<file path="config.mk">
export PLATFORM = sky130hd
export DESIGN_NAME = genlock_sync_gen
export DESIGN_NICKNAME = d
export VERILOG_FILES = /design/src/rtl/vtg_pkg.sv /design/src/rtl/vtg_cfg_regs.sv /design/src/rtl/vtg_edge_sampler.sv /design/src/rtl/vtg_axis.sv /design/src/rtl/vtg_vlock.sv /design/src/rtl/genlock_sync_gen.sv
export SDC_FILE = /design/constraint.sdc
export NUM_CORES = 1
export LEC_CHECK = 0
export ABC_CLOCK_PERIOD_IN_PS = 3050
export BUFFER_PORTS_ARGS = -buffer_cell sky130_fd_sc_hd__buf_2
export CORE_UTILIZATION = 40
export CTS_BUF_LIST = sky130_fd_sc_hd__clkbuf_4 sky130_fd_sc_hd__clkbuf_8 sky130_fd_sc_hd__clkbuf_16
export CTS_CLUSTER_DIAMETER = 200
export DETAILED_ROUTE_END_ITERATION = 10
export MAX_ROUTING_LAYER = met4
export SYNTH_ARGS = -nofsm -noshare
export SYNTH_HDL_FRONTEND = slang
export SYNTH_SLANG_ARGS = --single-unit
</file>
<file path="constraint.sdc">
create_clock -name vid_clk -period 3.05 [get_ports vid_clk]
set_input_delay 0.305 -clock vid_clk [delete_from_list [all_inputs] [get_ports vid_clk]]
set_output_delay 0.305 -clock vid_clk [all_outputs]
set_load 0.005 [all_outputs]
</file>
<file path="src/rtl/vtg_pkg.sv">
package vtg_pkg;

    // Working-copy slot indices; bus address of a slot is index + 1
    localparam int IDX_HTOTAL  = 0;
    localparam int IDX_HSEND   = 1;
    localparam int IDX_HBEND   = 2;
    localparam int IDX_HBSTART = 3;
    localparam int IDX_HOFF    = 4;
    localparam int IDX_VTOTAL  = 5;
    localparam int IDX_VSEND   = 6;
    localparam int IDX_VBEND   = 7;
    localparam int IDX_VBSTART = 8;
    localparam int IDX_VOFF    = 9;
    localparam int NUM_TIMING  = 10;

    localparam int ADDR_DIR    = 0;

    typedef enum logic {
        CFG_CLEAN,
        CFG_PENDING
    } cfg_state_e;

    typedef enum logic {
        LOCK_IDLE,
        LOCK_ARMED
    } lock_state_e;

endpackage

</file>
<file path="src/rtl/vtg_cfg_regs.sv">
module vtg_cfg_regs
    import vtg_pkg::*;
#(
    parameter int CW            = 12,
    parameter int AW            = 4,
    parameter int H_TOTAL       = 799,
    parameter int H_SYNC_END    = 96,
    parameter int H_BLANK_END   = 144,
    parameter int H_BLANK_START = 784,
    parameter int H_OFFSET      = 0,
    parameter int V_TOTAL       = 524,
    parameter int V_SYNC_END    = 2,
    parameter int V_BLANK_END   = 35,
    parameter int V_BLANK_START = 515,
    parameter int V_OFFSET      = 0
) (
    input  logic                             clk,
    input  logic                             rst_n,
    input  logic                             we,
    input  logic [AW-1:0]                    addr,
    input  logic [CW-1:0]                    wdata,
    input  logic                             frame_start,
    output logic                             h_drive,
    output logic                             v_drive,
    output logic [NUM_TIMING-1:0][CW-1:0]    work
);

    localparam logic [NUM_TIMING-1:0][CW-1:0] DEFAULTS = {
        CW'(V_OFFSET), CW'(V_BLANK_START), CW'(V_BLANK_END), CW'(V_SYNC_END), CW'(V_TOTAL),
        CW'(H_OFFSET), CW'(H_BLANK_START), CW'(H_BLANK_END), CW'(H_SYNC_END), CW'(H_TOTAL)
    };

    logic [NUM_TIMING-1:0][CW-1:0] stage;
    logic                          timing_wr;
    logic                          apply_now;
    cfg_state_e                    state_q, state_d;

    assign timing_wr = we && (addr >= AW'(1)) && (addr <= AW'(NUM_TIMING));

    // State register
    always_ff @(posedge clk or negedge rst_n) begin
        if (!rst_n) state_q <= CFG_CLEAN;
        else        state_q <= state_d;
    end

    // Next state and outputs of the staging machine
    always_comb begin
        state_d   = state_q;
        apply_now = 1'b0;
        unique case (state_q)
            CFG_CLEAN: begin
                if (timing_wr) state_d = CFG_PENDING;
            end
            CFG_PENDING: begin
                apply_now = frame_start;
                if (timing_wr)        state_d = CFG_PENDING;
                else if (frame_start) state_d = CFG_CLEAN;
            end
        endcase
    end

    // Direction bits act immediately
    always_ff @(posedge clk or negedge rst_n) begin
        if (!rst_n) begin
            h_drive <= 1'b0;
            v_drive <= 1'b0;
        end else if (we && addr == AW'(ADDR_DIR)) begin
            h_drive <= wdata[0];
            v_drive <= wdata[1];
        end
    end

    // One staging slot and one working slot per timing value
    for (genvar i = 0; i < NUM_TIMING; i++) begin : g_slot
        always_ff @(posedge clk or negedge rst_n) begin
            if (!rst_n) begin
                stage[i] <= DEFAULTS[i];
                work[i]  <= DEFAULTS[i];
            end else begin
                if (we && addr == AW'(i + 1)) stage[i] <= wdata;
                if (apply_now)                work[i]  <= stage[i];
            end
        end
    end

    // working copy only moves at a frame start
    assert_work_hold_R6: assert property (@(posedge clk) disable iff (!rst_n)
        !frame_start |=> $stable(work));

    // pending values are taken over at a frame start
    assert_apply_R10: assert property (@(posedge clk) disable iff (!rst_n)
        (frame_start && state_q == CFG_PENDING) |=> work == $past(stage));

endmodule

</file>
<file path="src/rtl/vtg_edge_sampler.sv">
module vtg_edge_sampler #(
    parameter int STAGES = 2
) (
    input  logic clk,
    input  logic rst_n,
    input  logic pin,
    output logic fall
);

    localparam int LAST = STAGES - 1;

    logic [STAGES-1:0] chain;
    logic              prev;

    for (genvar s = 0; s < STAGES; s++) begin : g_stage
        if (s == 0) begin : g_first
            always_ff @(posedge clk or negedge rst_n) begin
                if (!rst_n) chain[0] <= 1'b1;
                else        chain[0] <= pin;
            end
        end else begin : g_next
            always_ff @(posedge clk or negedge rst_n) begin
                if (!rst_n) chain[s] <= 1'b1;
                else        chain[s] <= chain[s-1];
            end
        end
    end

    always_ff @(posedge clk or negedge rst_n) begin
        if (!rst_n) prev <= 1'b1;
        else        prev <= chain[LAST];
    end

    assign fall = prev & ~chain[LAST];

    // a single edge never yields two detections in a row
    assert_one_shot_R7: assert property (@(posedge clk) disable iff (!rst_n)
        fall |=> !fall);

endmodule

</file>
<file path="src/rtl/vtg_axis.sv">
module vtg_axis #(
    parameter int CW = 12
) (
    input  logic          clk,
    input  logic          rst_n,
    input  logic          advance,
    input  logic          load,
    input  logic [CW-1:0] load_val,
    input  logic [CW-1:0] total,
    input  logic [CW-1:0] sync_end,
    input  logic [CW-1:0] blank_end,
    input  logic [CW-1:0] blank_start,
    output logic [CW-1:0] count,
    output logic          wrap,
    output logic          in_sync,
    output logic          in_blank
);

    assign wrap = advance && !load && (count >= total);

    always_ff @(posedge clk or negedge rst_n) begin
        if (!rst_n)       count <= '0;
        else if (load)    count <= load_val;
        else if (wrap)    count <= '0;
        else if (advance) count <= count + 1'b1;
    end

    assign in_sync  = count < sync_end;
    assign in_blank = (count < blank_end) || (count >= blank_start);

    // R2 (horizontal instance) and R3 (vertical instance): return to zero
    assert_wrap_zero_R2: assert property (@(posedge clk) disable iff (!rst_n)
        (advance && !load && count >= total) |=> count == '0);

    // single step below the total
    assert_step_R3: assert property (@(posedge clk) disable iff (!rst_n)
        (advance && !load && count < total) |=> count == $past(count) + 1'b1);

    // lock load takes the offset
    assert_load_R7: assert property (@(posedge clk) disable iff (!rst_n)
        load |=> count == $past(load_val));

endmodule

</file>
<file path="src/rtl/vtg_vlock.sv">
module vtg_vlock
    import vtg_pkg::*;
(
    input  logic clk,
    input  logic rst_n,
    input  logic follow,
    input  logic edge_seen,
    input  logic line_end,
    output logic apply
);

    lock_state_e state_q, state_d;

    // State register
    always_ff @(posedge clk or negedge rst_n) begin
        if (!rst_n) state_q <= LOCK_IDLE;
        else        state_q <= state_d;
    end

    // Next state
    always_comb begin
        state_d = state_q;
        unique case (state_q)
            LOCK_IDLE: begin
                if (follow && edge_seen && !line_end) state_d = LOCK_ARMED;
            end
            LOCK_ARMED: begin
                if (!follow || line_end) state_d = LOCK_IDLE;
            end
        endcase
    end

    // Output
    always_comb begin
        apply = 1'b0;
        unique case (state_q)
            LOCK_IDLE:  apply = follow && edge_seen && line_end;
            LOCK_ARMED: apply = follow && line_end;
        endcase
    end

    // arming is used up at the line end
    assert_disarm_R8: assert property (@(posedge clk) disable iff (!rst_n)
        (state_q == LOCK_ARMED && line_end) |=> state_q == LOCK_IDLE);

    // switching to drive mode drops the arming
    assert_drop_R8: assert property (@(posedge clk) disable iff (!rst_n)
        !follow |=> state_q == LOCK_IDLE);

endmodule

</file>
<file path="src/rtl/genlock_sync_gen.sv">
module genlock_sync_gen
    import vtg_pkg::*;
#(
    parameter int CW            = 12,
    parameter int SYNC_STAGES   = 2,
    parameter int H_TOTAL       = 799,
    parameter int H_SYNC_END    = 96,
    parameter int H_BLANK_END   = 144,
    parameter int H_BLANK_START = 784,
    parameter int H_OFFSET      = 0,
    parameter int V_TOTAL       = 524,
    parameter int V_SYNC_END    = 2,
    parameter int V_BLANK_END   = 35,
    parameter int V_BLANK_START = 515,
    parameter int V_OFFSET      = 0
) (
    input  logic          vid_clk,
    input  logic          rst_n,
    input  logic          cfg_we,
    input  logic [3:0]    cfg_addr,
    input  logic [CW-1:0] cfg_wdata,
    input  logic          hs_pad_in,
    input  logic          vs_pad_in,
    output logic          hs_pad_out,
    output logic          hs_pad_oe,
    output logic          vs_pad_out,
    output logic          vs_pad_oe,
    output logic          blank,
    output logic [CW-1:0] hcount,
    output logic [CW-1:0] vcount
);

    logic [NUM_TIMING-1:0][CW-1:0] work;
    logic h_drive, v_drive;
    logic h_fall, v_fall;
    logic h_load, v_apply;
    logic line_end, v_wrap, frame_start;
    logic h_sync, h_blank, v_sync, v_blank;

    vtg_cfg_regs #(
        .CW(CW), .AW(4),
        .H_TOTAL(H_TOTAL), .H_SYNC_END(H_SYNC_END), .H_BLANK_END(H_BLANK_END),
        .H_BLANK_START(H_BLANK_START), .H_OFFSET(H_OFFSET),
        .V_TOTAL(V_TOTAL), .V_SYNC_END(V_SYNC_END), .V_BLANK_END(V_BLANK_END),
        .V_BLANK_START(V_BLANK_START), .V_OFFSET(V_OFFSET)
    ) u_cfg (
        .clk(vid_clk), .rst_n(rst_n),
        .we(cfg_we), .addr(cfg_addr), .wdata(cfg_wdata),
        .frame_start(frame_start),
        .h_drive(h_drive), .v_drive(v_drive),
        .work(work)
    );

    vtg_edge_sampler #(.STAGES(SYNC_STAGES)) u_hs_edge (
        .clk(vid_clk), .rst_n(rst_n), .pin(hs_pad_in), .fall(h_fall)
    );

    vtg_edge_sampler #(.STAGES(SYNC_STAGES)) u_vs_edge (
        .clk(vid_clk), .rst_n(rst_n), .pin(vs_pad_in), .fall(v_fall)
    );

    assign h_load = !h_drive && h_fall;

    vtg_axis #(.CW(CW)) u_h_axis (
        .clk(vid_clk), .rst_n(rst_n),
        .advance(1'b1), .load(h_load), .load_val(work[IDX_HOFF]),
        .total(work[IDX_HTOTAL]), .sync_end(work[IDX_HSEND]),
        .blank_end(work[IDX_HBEND]), .blank_start(work[IDX_HBSTART]),
        .count(hcount), .wrap(line_end), .in_sync(h_sync), .in_blank(h_blank)
    );

    vtg_vlock u_vlock (
        .clk(vid_clk), .rst_n(rst_n),
        .follow(!v_drive), .edge_seen(v_fall), .line_end(line_end),
        .apply(v_apply)
    );

    vtg_axis #(.CW(CW)) u_v_axis (
        .clk(vid_clk), .rst_n(rst_n),
        .advance(line_end), .load(v_apply), .load_val(work[IDX_VOFF]),
        .total(work[IDX_VTOTAL]), .sync_end(work[IDX_VSEND]),
        .blank_end(work[IDX_VBEND]), .blank_start(work[IDX_VBSTART]),
        .count(vcount), .wrap(v_wrap), .in_sync(v_sync), .in_blank(v_blank)
    );

    assign frame_start = v_wrap || v_apply;

    assign hs_pad_oe  = h_drive;
    assign vs_pad_oe  = v_drive;
    assign hs_pad_out = h_drive ? !h_sync : 1'b1;
    assign vs_pad_out = v_drive ? !v_sync : 1'b1;
    assign blank      = h_blank || v_blank;

    // vertical count holds between line ends
    assert_vstill_R3: assert property (@(posedge vid_clk) disable iff (!rst_n)
        !line_end |=> $stable(vcount));

    // a driven pad never re-phases the horizontal count
    assert_drive_ignore_R9: assert property (@(posedge vid_clk) disable iff (!rst_n)
        (hs_pad_oe && hcount < work[IDX_HTOTAL]) |=> hcount == $past(hcount) + 1'b1);

endmodule

</file>
# [Yosys cells after proc, flatten, opt, wreduce, memory -nomap -nowiden]
# Cells that the tools add are included.
[word_totals] reg_bits=274 input_bits=21
[classes] add_sub_neg=2 n_lt_le_gt_ge=10 n_eq_ne=10 muxes=16 bitwise=6 n_reduce_logical=35
[op_table] operator="$mux W12" n=5
[op_table] operator="$ge A12 B12 Y1" n=4
[op_table] operator="$lt A12 B12 Y1" n=4
[op_table] operator="$add A12 B1 Y12 const B" n=2
[op_table] operator="$logic_and A1 B1 Y1" n=21
[op_table] operator="$eq A4 B3 Y1 const B" n=4
[op_table] operator="$eq A4 B4 Y1 const B" n=3
[op_table] operator="$eq A4 B2 Y1 const B" n=2
[op_table] operator="$mux W1" n=8
[op_table] operator="$logic_not A1 Y1" n=7
[op_table] operator="$pmux W1 S2" n=3
[op_table] operator="$logic_or A1 B1 Y1" n=5
[op_table] operator="$eq A4 B1 Y1 const B" n=1
[op_table] operator="$ge A4 B1 Y1 const B" n=1
[op_table] operator="$le A4 B4 Y1 const B" n=1
[op_table] operator="$logic_not A4 Y1" n=1
[op_table] operator="$not A1 Y1" n=4
[op_table] operator="$reduce_bool A3 Y1" n=1
[op_table] operator="$and A1 B1 Y1" n=2

# [Depth between registers and ports, before layout]
# Gate-level depths: netlist of run 1.
[logic_depth] depth_word=14 mapped_depth=10 mapped_depth_nobuf=8

# [By module]
# From an unflattened synthesis of run 1, not the netlist that was laid out.
[unflattened] hier_cells=1013 hier_area_um2=13145.1
[modules_own_cells] mod="vtg_cfg_regs" instances=1 cells_per_inst=546 area_per_inst_um2=9228.9
[modules_own_cells] mod="vtg_axis at u_h_axis" instances=1 cells_per_inst=225 area_per_inst_um2=1854.3
[modules_own_cells] mod="vtg_axis at u_v_axis" instances=1 cells_per_inst=222 area_per_inst_um2=1798.0
[modules_own_cells] mod="vtg_edge_sampler" instances=2 cells_per_inst=4 area_per_inst_um2=92.6
[modules_own_cells] mod="vtg_vlock" instances=1 cells_per_inst=5 area_per_inst_um2=45.0
[modules_own_cells] mod="genlock_sync_gen" instances=1 cells_per_inst=7 area_per_inst_um2=33.8

# [Worst setup path after synthesis of run 1]
# OpenSTA, ideal clock, no wires.
[synth_timing] path_type="flip-flop to flip-flop" from="reg u_v_axis.count[0]" to="reg u_cfg.work[100] in the netlist's numbering" setup_time_ns=0.125 arrival_time_ns=2.440 setup_slack_ns=0.484 stages_incl_launch_ff=11 path_buffers=2 cell_sequence="dfrtp_1 -> inv_1 -> ha_1 -> nand2b_1 -> a2111oi_0 -> o22a_2 -> nand3_4 -> nand3_2 -> buf_6 -> buf_8 -> mux2_4"
[synth_via] elab_chain_len=4
[synth_lines] element="from (decl)" line="vtg_axis.sv:13" text="output logic [CW-1:0] count,"
[synth_lines] element="from (signal assigned)" line="vtg_axis.sv:23" text="else if (load) count <= load_val;"
[synth_lines] element="from (signal assigned)" line="vtg_axis.sv:25" text="else if (advance) count <= count + 1'b1;"
[synth_lines] element="$ge A12 B12 Y1" line="vtg_axis.sv:19" text="assign wrap = advance && !load && (count >= total);"
[synth_lines] element="$logic_and A1 B1 Y1" line="vtg_axis.sv:19"
[synth_lines] element="$logic_or A1 B1 Y1" line="genlock_sync_gen.sv:86" text="assign frame_start = v_wrap || v_apply;"
[synth_lines] element="$mux W1" line="vtg_cfg_regs.sv:50" text="unique case (state_q)"
[synth_lines] element="to (signal, indexed assignment)" line="vtg_cfg_regs.sv:78" text="work[i] <= DEFAULTS[i];"
[synth_lines] element="to (signal, indexed assignment)" line="vtg_cfg_regs.sv:81" text="if (apply_now) work[i] <= stage[i];"
[synth_lines] element="to (decl)" line="vtg_cfg_regs.sv:25" text="output logic [NUM_TIMING-1:0][CW-1:0] work"
# No other way between the ends.
# A chain may end at the register's enable or synchronous reset.

# [Worst setup path after layout of run 1]
[layout_timing] from="reg u_h_axis.count[6]" to="out blank"
[layout_via] elab_chain_len=3
[layout_lines] element="from (decl)" line="vtg_axis.sv:13"
[layout_lines] element="from (signal assigned)" line="vtg_axis.sv:23"
[layout_lines] element="from (signal assigned)" line="vtg_axis.sv:25"
[layout_lines] element="$lt A12 B12 Y1 or $ge A12 B12 Y1 (tied branches)" line="vtg_axis.sv:29" text="assign in_blank = (count < blank_end) || (count >= blank_start);"
[layout_lines] element="$logic_or A1 B1 Y1 *" line="vtg_axis.sv:29"
[layout_lines] element="$logic_or A1 B1 Y1 *" line="genlock_sync_gen.sv:92" text="assign blank = h_blank || v_blank;"
[layout_lines] element="to (decl)" line="genlock_sync_gen.sv:28" text="output logic blank,"
# Mark *: on every way between the ends. The rest lies on a longest branch, timed or not.

==> flow_summary_export.csv, run 1 <==
group,metric,value,unit
pwr,comb_power_share,44.3,%
setup_path,crit_path_end_kind,"primary output",
run,cap_violations,0,
synthesis,ys_top_cells_by_count,"dfrtp_1 (220), mux2_2 (142), mux2_4 (100), inv_1 (96), ha_1 (94)",
drt,vias,8006,
setup_path,crit_path_frequent_cell,"a21o_1",
floorplan,num_rows,66,
drt,drc,0,
drt,viasPerCell,5.109,
clock_network,cts.clk_slew.worst_paths,60,ps
layout,drive_above_1_share,40.62,%
min_path,min_path_cells,2,
synthesis,synth.area.mux_share,23.04,%
drt,wl_per_cell,19.56,um
drt,antenna_left,0,
global_routing,antenna_found_initial,0,
floorplan,core-area,32780,um2
synthesis,yosys_warnings,0,
synthesis,synth_xor_xnor_area_share,0.6507,%
setup_path,cp_slowest_cell,"dfrtp_1",
synthesis,syn-cell-area,13460,um2
global_routing,track_usage,19.14,%
setup_path,cp.depth,9,
setup_path,r2r_start,"u_cfg.work[0]",
clock_network,cts_sinks,274,
floorplan,die_area,34390,um2
pwr,peakVddDrop,0.6362,mV
setup_path,critical_path_class,"reg2out",
pwr,clock_power_share,21.3,%
floorplan,die_h,185.4,um
place,placed_area,14440,um2
setup_path,critPathArrivalTime,2650,ps
setup_path,crit_family,"simple AND/OR/NAND/NOR gates",
clock_network,clock_latency,550,ps
setup_path,cp.required,2740,ps
pwr,power,17.29,mW
synthesis,synth_cell_types,52,
floorplan,io_pins,50,
synthesis,synth.most_common_cell,"dfrtp_1",
synthesis,ys_seq_elements,274,
sta,fin_crit_sh,96.80,%
place,port-buffer-count,49,
synthesis,ys.flop_type,"dfrtp_1",
synthesis,synth_adder_area_share,8.738,%
pwr,power_leakage,7.554,nW
sta,relSlewSlack,51.25,%
clock_network,post_cts_buffers,0,
clock_network,tritoncts,"yes",
synthesis,seq_area_frac_synth,51.45,%
layout,area_growth,15.30,%
sta,finClkSkew,12.77,ps
pwr,netSwitchingPower,5.863,mW
place,hpwl,20.91,mm
setup_path,critPathBufInv,2,
clock_network,cts_buffers,30,
setup_path,r2r_end,"u_cfg.work[30]",
clock_network,clockRootBuffer,"clkbuf_16",
setup_path,reg2regPathDepth,9,
layout,final_cells,1567,
layout,diodes,0,
global_routing,grt_pass1_wl,48.51,mm
min_path,worstHoldEndpoint,"u_cfg.state_q",
place,gp_congestion,0.7962,
global_routing,grt_overflow,0,
synthesis,synth_top_family_by_area,"multiplexers",
clock_network,htree_levels,1,
setup_path,crit_path_max_incr_delay,380,ps
sta,setup_viol,0,
synthesis,synth-compound-area-share,6.229,%
synthesis,synthesis.nets,1126,
drt,firstDrtPassIters,4,
synthesis,synth_top_area_cell,"dfrtp_1",
floorplan,initial_utilization,41.05,%
sta,hold_viol,0,
synthesis,synth-simple-area-share,5.169,%
floorplan,die_w,185.4,um
setup_path,r2r_slack,290,ps
sta,hold-worst-slack,42.44,ps
min_path,hold_start,"cfg_we",
pwr,power_density,1114,nW/um2
setup_path,crit_chain,"buf_4, ha_1, a21o_1, a21o_1, a21oi_1, nor2_1, nor4_2, nand4_1, buf_2",
setup_path,worstSetupStartpointType,"flop",
outcome,outcome,"finished clean",
synthesis,syn_inst,1011,
layout,fin_area,15520,um2
min_path,hold_class,"in2reg",
drt,wirelength,30.66,mm
synthesis,async_flop_share,100.0,%
synthesis,syn_area_per_cell,13.31,um2
setup_path,cp_max_fo,9,
clock_network,clock_path_buffers,3,
place,place_ws,289.1,ps
layout,final_nets,1216,
global_routing,grt_max_degree,92,
global_routing,grt_pass1_vias,8251,
sta,fmax,338.7,MHz
pwr,switching_share,33.92,%
synthesis,synth_edf_count,0,
synthesis,ys_top_cells_by_area,"dfrtp_1 (41%), mux2_2 (12%), mux2_4 (11%)",
pwr,intPower,11.42,mW
sta,worst_slew_pin_slew,729.0,ps
sta,slew_violations,0,
layout,fin_util,47.34,%
place,dp_cells,1508,
sta,fin_tns_setup,0,ps
sta,fin_crit,2952,ps
synthesis,yosys.area.top_type_share,40.90,%
drt,first_iter_violations,497,
sta,worst_slack,97.72,ps
pwr,seqPwrFrac,34.4,%
-- how the worst max path moves through the flow --
stage,startpoint,end,slack (ps)
after floorplan,u_v_axis.count[0],u_cfg.work[100],480
after detailed placement,u_cfg.work[0],u_cfg.work[30],290
after global placement,u_v_axis.count[0],u_cfg.work[30],330
after global routing,u_h_axis.count[6],blank,-9
final,u_h_axis.count[6],blank,100
after CTS,u_cfg.work[73],vs_pad_out,2
-- power by group through the flow --
stage / registers (mW) / clock network [mW] / logic (mW)
2_1_floorplan: 5.85 / 0 / 5.68
3_3_place_gp: 5.97 / 0 / 7.50
3_5_place_dp: 5.99 / 0 / 7.68
4_1_cts: 5.95 / 3.76 / 7.72
5_1_grt: 6.11 / 3.91 / 8.47
6_report: 5.95 / 3.68 / 7.66
-- registers in the layout (all words and copies together), names as in the netlist, 2 cells and up --
register and cells:
u_cfg.stage 120, u_cfg.work 120, u_h_axis.count 12, u_v_axis.count 12
u_hs_edge.chain 2, u_vs_edge.chain 2
-- cell usage in the layout, fill, tap and decap left out, types with 3 or more instances in the layout --
master	instances
dfrtp_1	219
mux2_2	142
mux2_4	100
inv_1	96
ha_1	94
dfstp_2	54
nand2_1	49
buf_2	48
buf_4	40
clkbuf_16	31
o21ai_0	29
nor2_1	20
a21oi_1	17
a21o_1	17
nand4_1	14
nand3_1	12
nand2b_1	11
a22o_1	11
clkbuf_8	9
a211oi_1	8
o31ai_1	7
buf_12	7
nand3b_1	6
xor2_1	6
clkbuf_4	6
o21a_1	5
o2111ai_1	5
and4_1	5
clkinv_2	5
xnor2_1	4
a2111oi_0	3
a211o_1	3
o41ai_1	3
clkinvlp_4	3
dlygate4sd3_1	3
-- area by class of cell --
cell class / count / area, um2
Clock buffer: 46 / 944.7
Clock inverter: 10 / 86.33
Multi-Input combinational cell: 600 / 5923
Tap cell: 442 / 553.0
Timing Repair Buffer: 99 / 725.7
Fill cell: 2952 / 17270
Inverter: 96 / 360.3
Sequential cell: 274 / 6925
-- cell families after synthesis --
family,count (synthesis)
AO/OA/AOI/OAI,120
buffers and inverters,137
AND/OR/NAND/NOR,134
adder cells (fa/ha/maj),94
flip-flops,274
XOR/XNOR,10
multiplexers,242
-- repair_timing --
item,in CTS,in global routing
resized for setup,1,4
hold endpoints to repair,69,0
hold buffers,3,0
setup endpoints to repair,1,2
pin swaps,0,2
-- routing by layer --
metal	vias to the layer above	global-route usage (%)	part of all wire, %
li1	3745	-	-
met1	4080	27.39	49
met2	140	28.61	45
met3	41	2.399	4.7
met4	0	4.926	2.0
met5	-	-	0
No activity file was read; power rests on OpenSTA's default activity.
==> run 2: changes to the inputs <==
--- a/config.mk
+++ b/config.mk
@@ -12,6 +12,7 @@
 export CTS_CLUSTER_DIAMETER = 200
 export DETAILED_ROUTE_END_ITERATION = 10
 export MAX_ROUTING_LAYER = met4
+export PLACE_DENSITY = 0.56
 export SYNTH_ARGS = -nofsm -noshare
 export SYNTH_HDL_FRONTEND = slang
 export SYNTH_SLANG_ARGS = --single-unit
==> run 2 against run 1 <==
  * Non-clock buffer count shrank 1
  * Fmax up 1.1%
  * Via count is 0.39% higher
  * Highest routed layer unchanged
  * Critical endpoint unchanged
  * Clock skew up 0.75 ps
==> flow_summary_export.csv, run 2 (synthesis gave the netlist of run 1 again) <==
group,metric,value,unit
outcome,outcome,"finished clean",
setup_path,crit_chain,"ha_1, a21o_1, a21o_1, a21oi_1, nor2_1, nor4_4, nand4_1, buf_2",
clock_network,clockRootBuffer,"clkbuf_16",
pwr,peakVddDrop,0.7026,mV
drt,met3_length,1.156,mm
layout,drive_above_1_share,41.01,%
layout,reg_top3,"u_cfg.stage (120), u_cfg.work (120)",
setup_path,critPathBufInv,1,
floorplan,initial_utilization,41.05,%
min_path,hold_class,"in2reg",
sta,hold-worst-slack,196.8,ps
sta,finClkSkew,13.53,ps
pwr,power_density,1120,nW/um2
drt,highest_layer,"met4",
sta,worst_slack,129.6,ps
sta,rsz0062_at_grt,"no",
drt,vias,8037,
layout,final_nets,1215,
clock_network,tritoncts,"yes",
drt,firstDrtPassIters,4,
setup_path,r2r_slack,330,ps
drt,wl_per_cell,19.86,um
layout,final_common_cell,"dfrtp_1",
layout,area_growth,15.38,%
setup_path,crit_path_frequent_cell,"a21o_1",
sta,setup_viol,0,
global_routing,grt_pass1_wl,49.48,mm
sta,hold_viol,0,
sta,fin_tns_setup,0,ps
setup_path,crit_path_max_incr_delay,460,ps
setup_path,crit_path_end_kind,"primary output",
place,place_ws,357.4,ps
sta,relSlewSlack,52.61,%
drt,drt-met1-wl,15.57,mm
setup_path,cp_max_fo,6,
sta,fmax,342.4,MHz
setup_path,critical_path_class,"reg2out",
setup_path,r2r_start,"u_cfg.work[0]",
layout,multi_input_comb_area,5967,um2
setup_path,cp_slowest_cell,"dfrtp_2",
setup_path,endpoint,"blank",
global_routing,grt_overflow,0,
setup_path,cp.required,2740,ps
place,hpwl,21.17,mm
drt,wl_met2,13.99,mm
sta,worst_slew_pin_slew,710.8,ps
setup_path,crit_family,"simple AND/OR/NAND/NOR gates",
setup_path,critPathArrivalTime,2620,ps
floorplan,die_w,185.4,um
floorplan,core-area,32780,um2
clock_network,cts_sinks,274,
clock_network,cts_buffers,30,
clock_network,htree_levels,1,
setup_path,cp.depth,8,
setup_path,worstSetupStartpointType,"flop",
clock_network,clock_path_buffers,3,
floorplan,die_area,34390,um2
floorplan,die_h,185.4,um
global_routing,grt_max_degree,65,
global_routing,antenna_found_initial,3,
sta,fin_crit,2920,ps
setup_path,reg2regPathDepth,8,
place,port-buffer-count,49,
layout,seq_area,6928,um2
clock_network,clock_latency,550,ps
drt,wirelength,31.14,mm
floorplan,num_rows,66,
run,cap_violations,0,
drt,antenna_left,0,
global_routing,track_usage,19.66,%
floorplan,io_pins,50,
setup_path,r2r_end,"u_cfg.work[98]",
layout,final_cell_mix,"dfrtp_1 (217), mux2_2 (142), mux2_4 (100)",
drt,viasPerCell,5.126,
sta,slew_violations,0,
drt,first_iter_violations,478,
min_path,min_path_cells,4,
setup_path,startpoint,"u_h_axis.count[6]",
drt,drc,0,
layout,fillers,2926,
sta,fin_crit_sh,95.75,%
global_routing,grt_pass1_vias,8147,
clock_network,cts.clk_slew.worst_paths,60,ps
place,gp_congestion,0.8231,
pwr,power_leakage,7.545,nW
==> run 2: cell types whose count changed in the layout (fill, tap and decap cells not counted), sizes merged <==
cell         previous run  this run
clkbuf                 46        56
dlygate4sd3             3         4
buf                    96        94
bufinv                  1         0
clkinv                  6         0
diode                   0         2
clkinvlp                3         0
==> run 2: cell type report <==
class / instances / area share [%]
Tap cell: 442 / 3.561
Antenna cell: 2 / 0.03223
Timing Repair Buffer: 98 / 4.560
Sequential cell: 274 / 44.61
Clock buffer: 56 / 6.486
Inverter: 96 / 2.321
Multi-Input combinational cell: 600 / 38.43
==> run 2: tightest hold or removal path, cell delays in order <==
cell      delay (ps)
buf_2            120
nand3b_1          70
o21ai_0           80
a22o_1           130
==> run 2: how the worst min path moves through the flow <==
stage	from	end	slack, ps
6_report	cfg_addr[3]	u_cfg.state_q	200
5_1_grt	cfg_addr[3]	u_cfg.state_q	230
4_1_cts	cfg_addr[3]	u_cfg.state_q	180
3_5_place_dp	rst_n	u_cfg.stage[52]	280
3_3_place_gp	rst_n	u_cfg.stage[19]	280
2_1_floorplan	rst_n	u_cfg.h_drive	9
==> run 2: per-stage QoR <==
stage	util (%)	instances	cell area [um2]	power, mW
2_1_floorplan	-	1011	13460	11.52
3_3_place_gp	43.95	1505	14410	13.49
3_5_place_dp	43.95	1505	14410	13.67
4_1_cts	47.26	1565	15490	17.49
5_1_grt	47.37	1568	15530	18.65
6_report	47.37	1568	15530	17.39
==> run 2: routing by layer <==
metal  global-route usage (%)  vias to the layer above
li1                         -                     3752
met1                    28.86                     4147
met2                    28.96                      102
met3                    2.654                       36
met4                    3.769                        0
met5                        -                        -
==> run 2: power breakdown <==
group	internal (mW)	switching (mW)
registers	5.12	0.870
clock network	2.20	1.42
logic	4.11	3.66
==> run 2: repair_timing <==
item                                   CTS  global route
endpoints found under the hold margin   48             0
buffers inserted                         0             1
gates resized for setup                  7             6
pin swaps                                1             2
hold buffers                             4             0
setup endpoints to repair                2             2
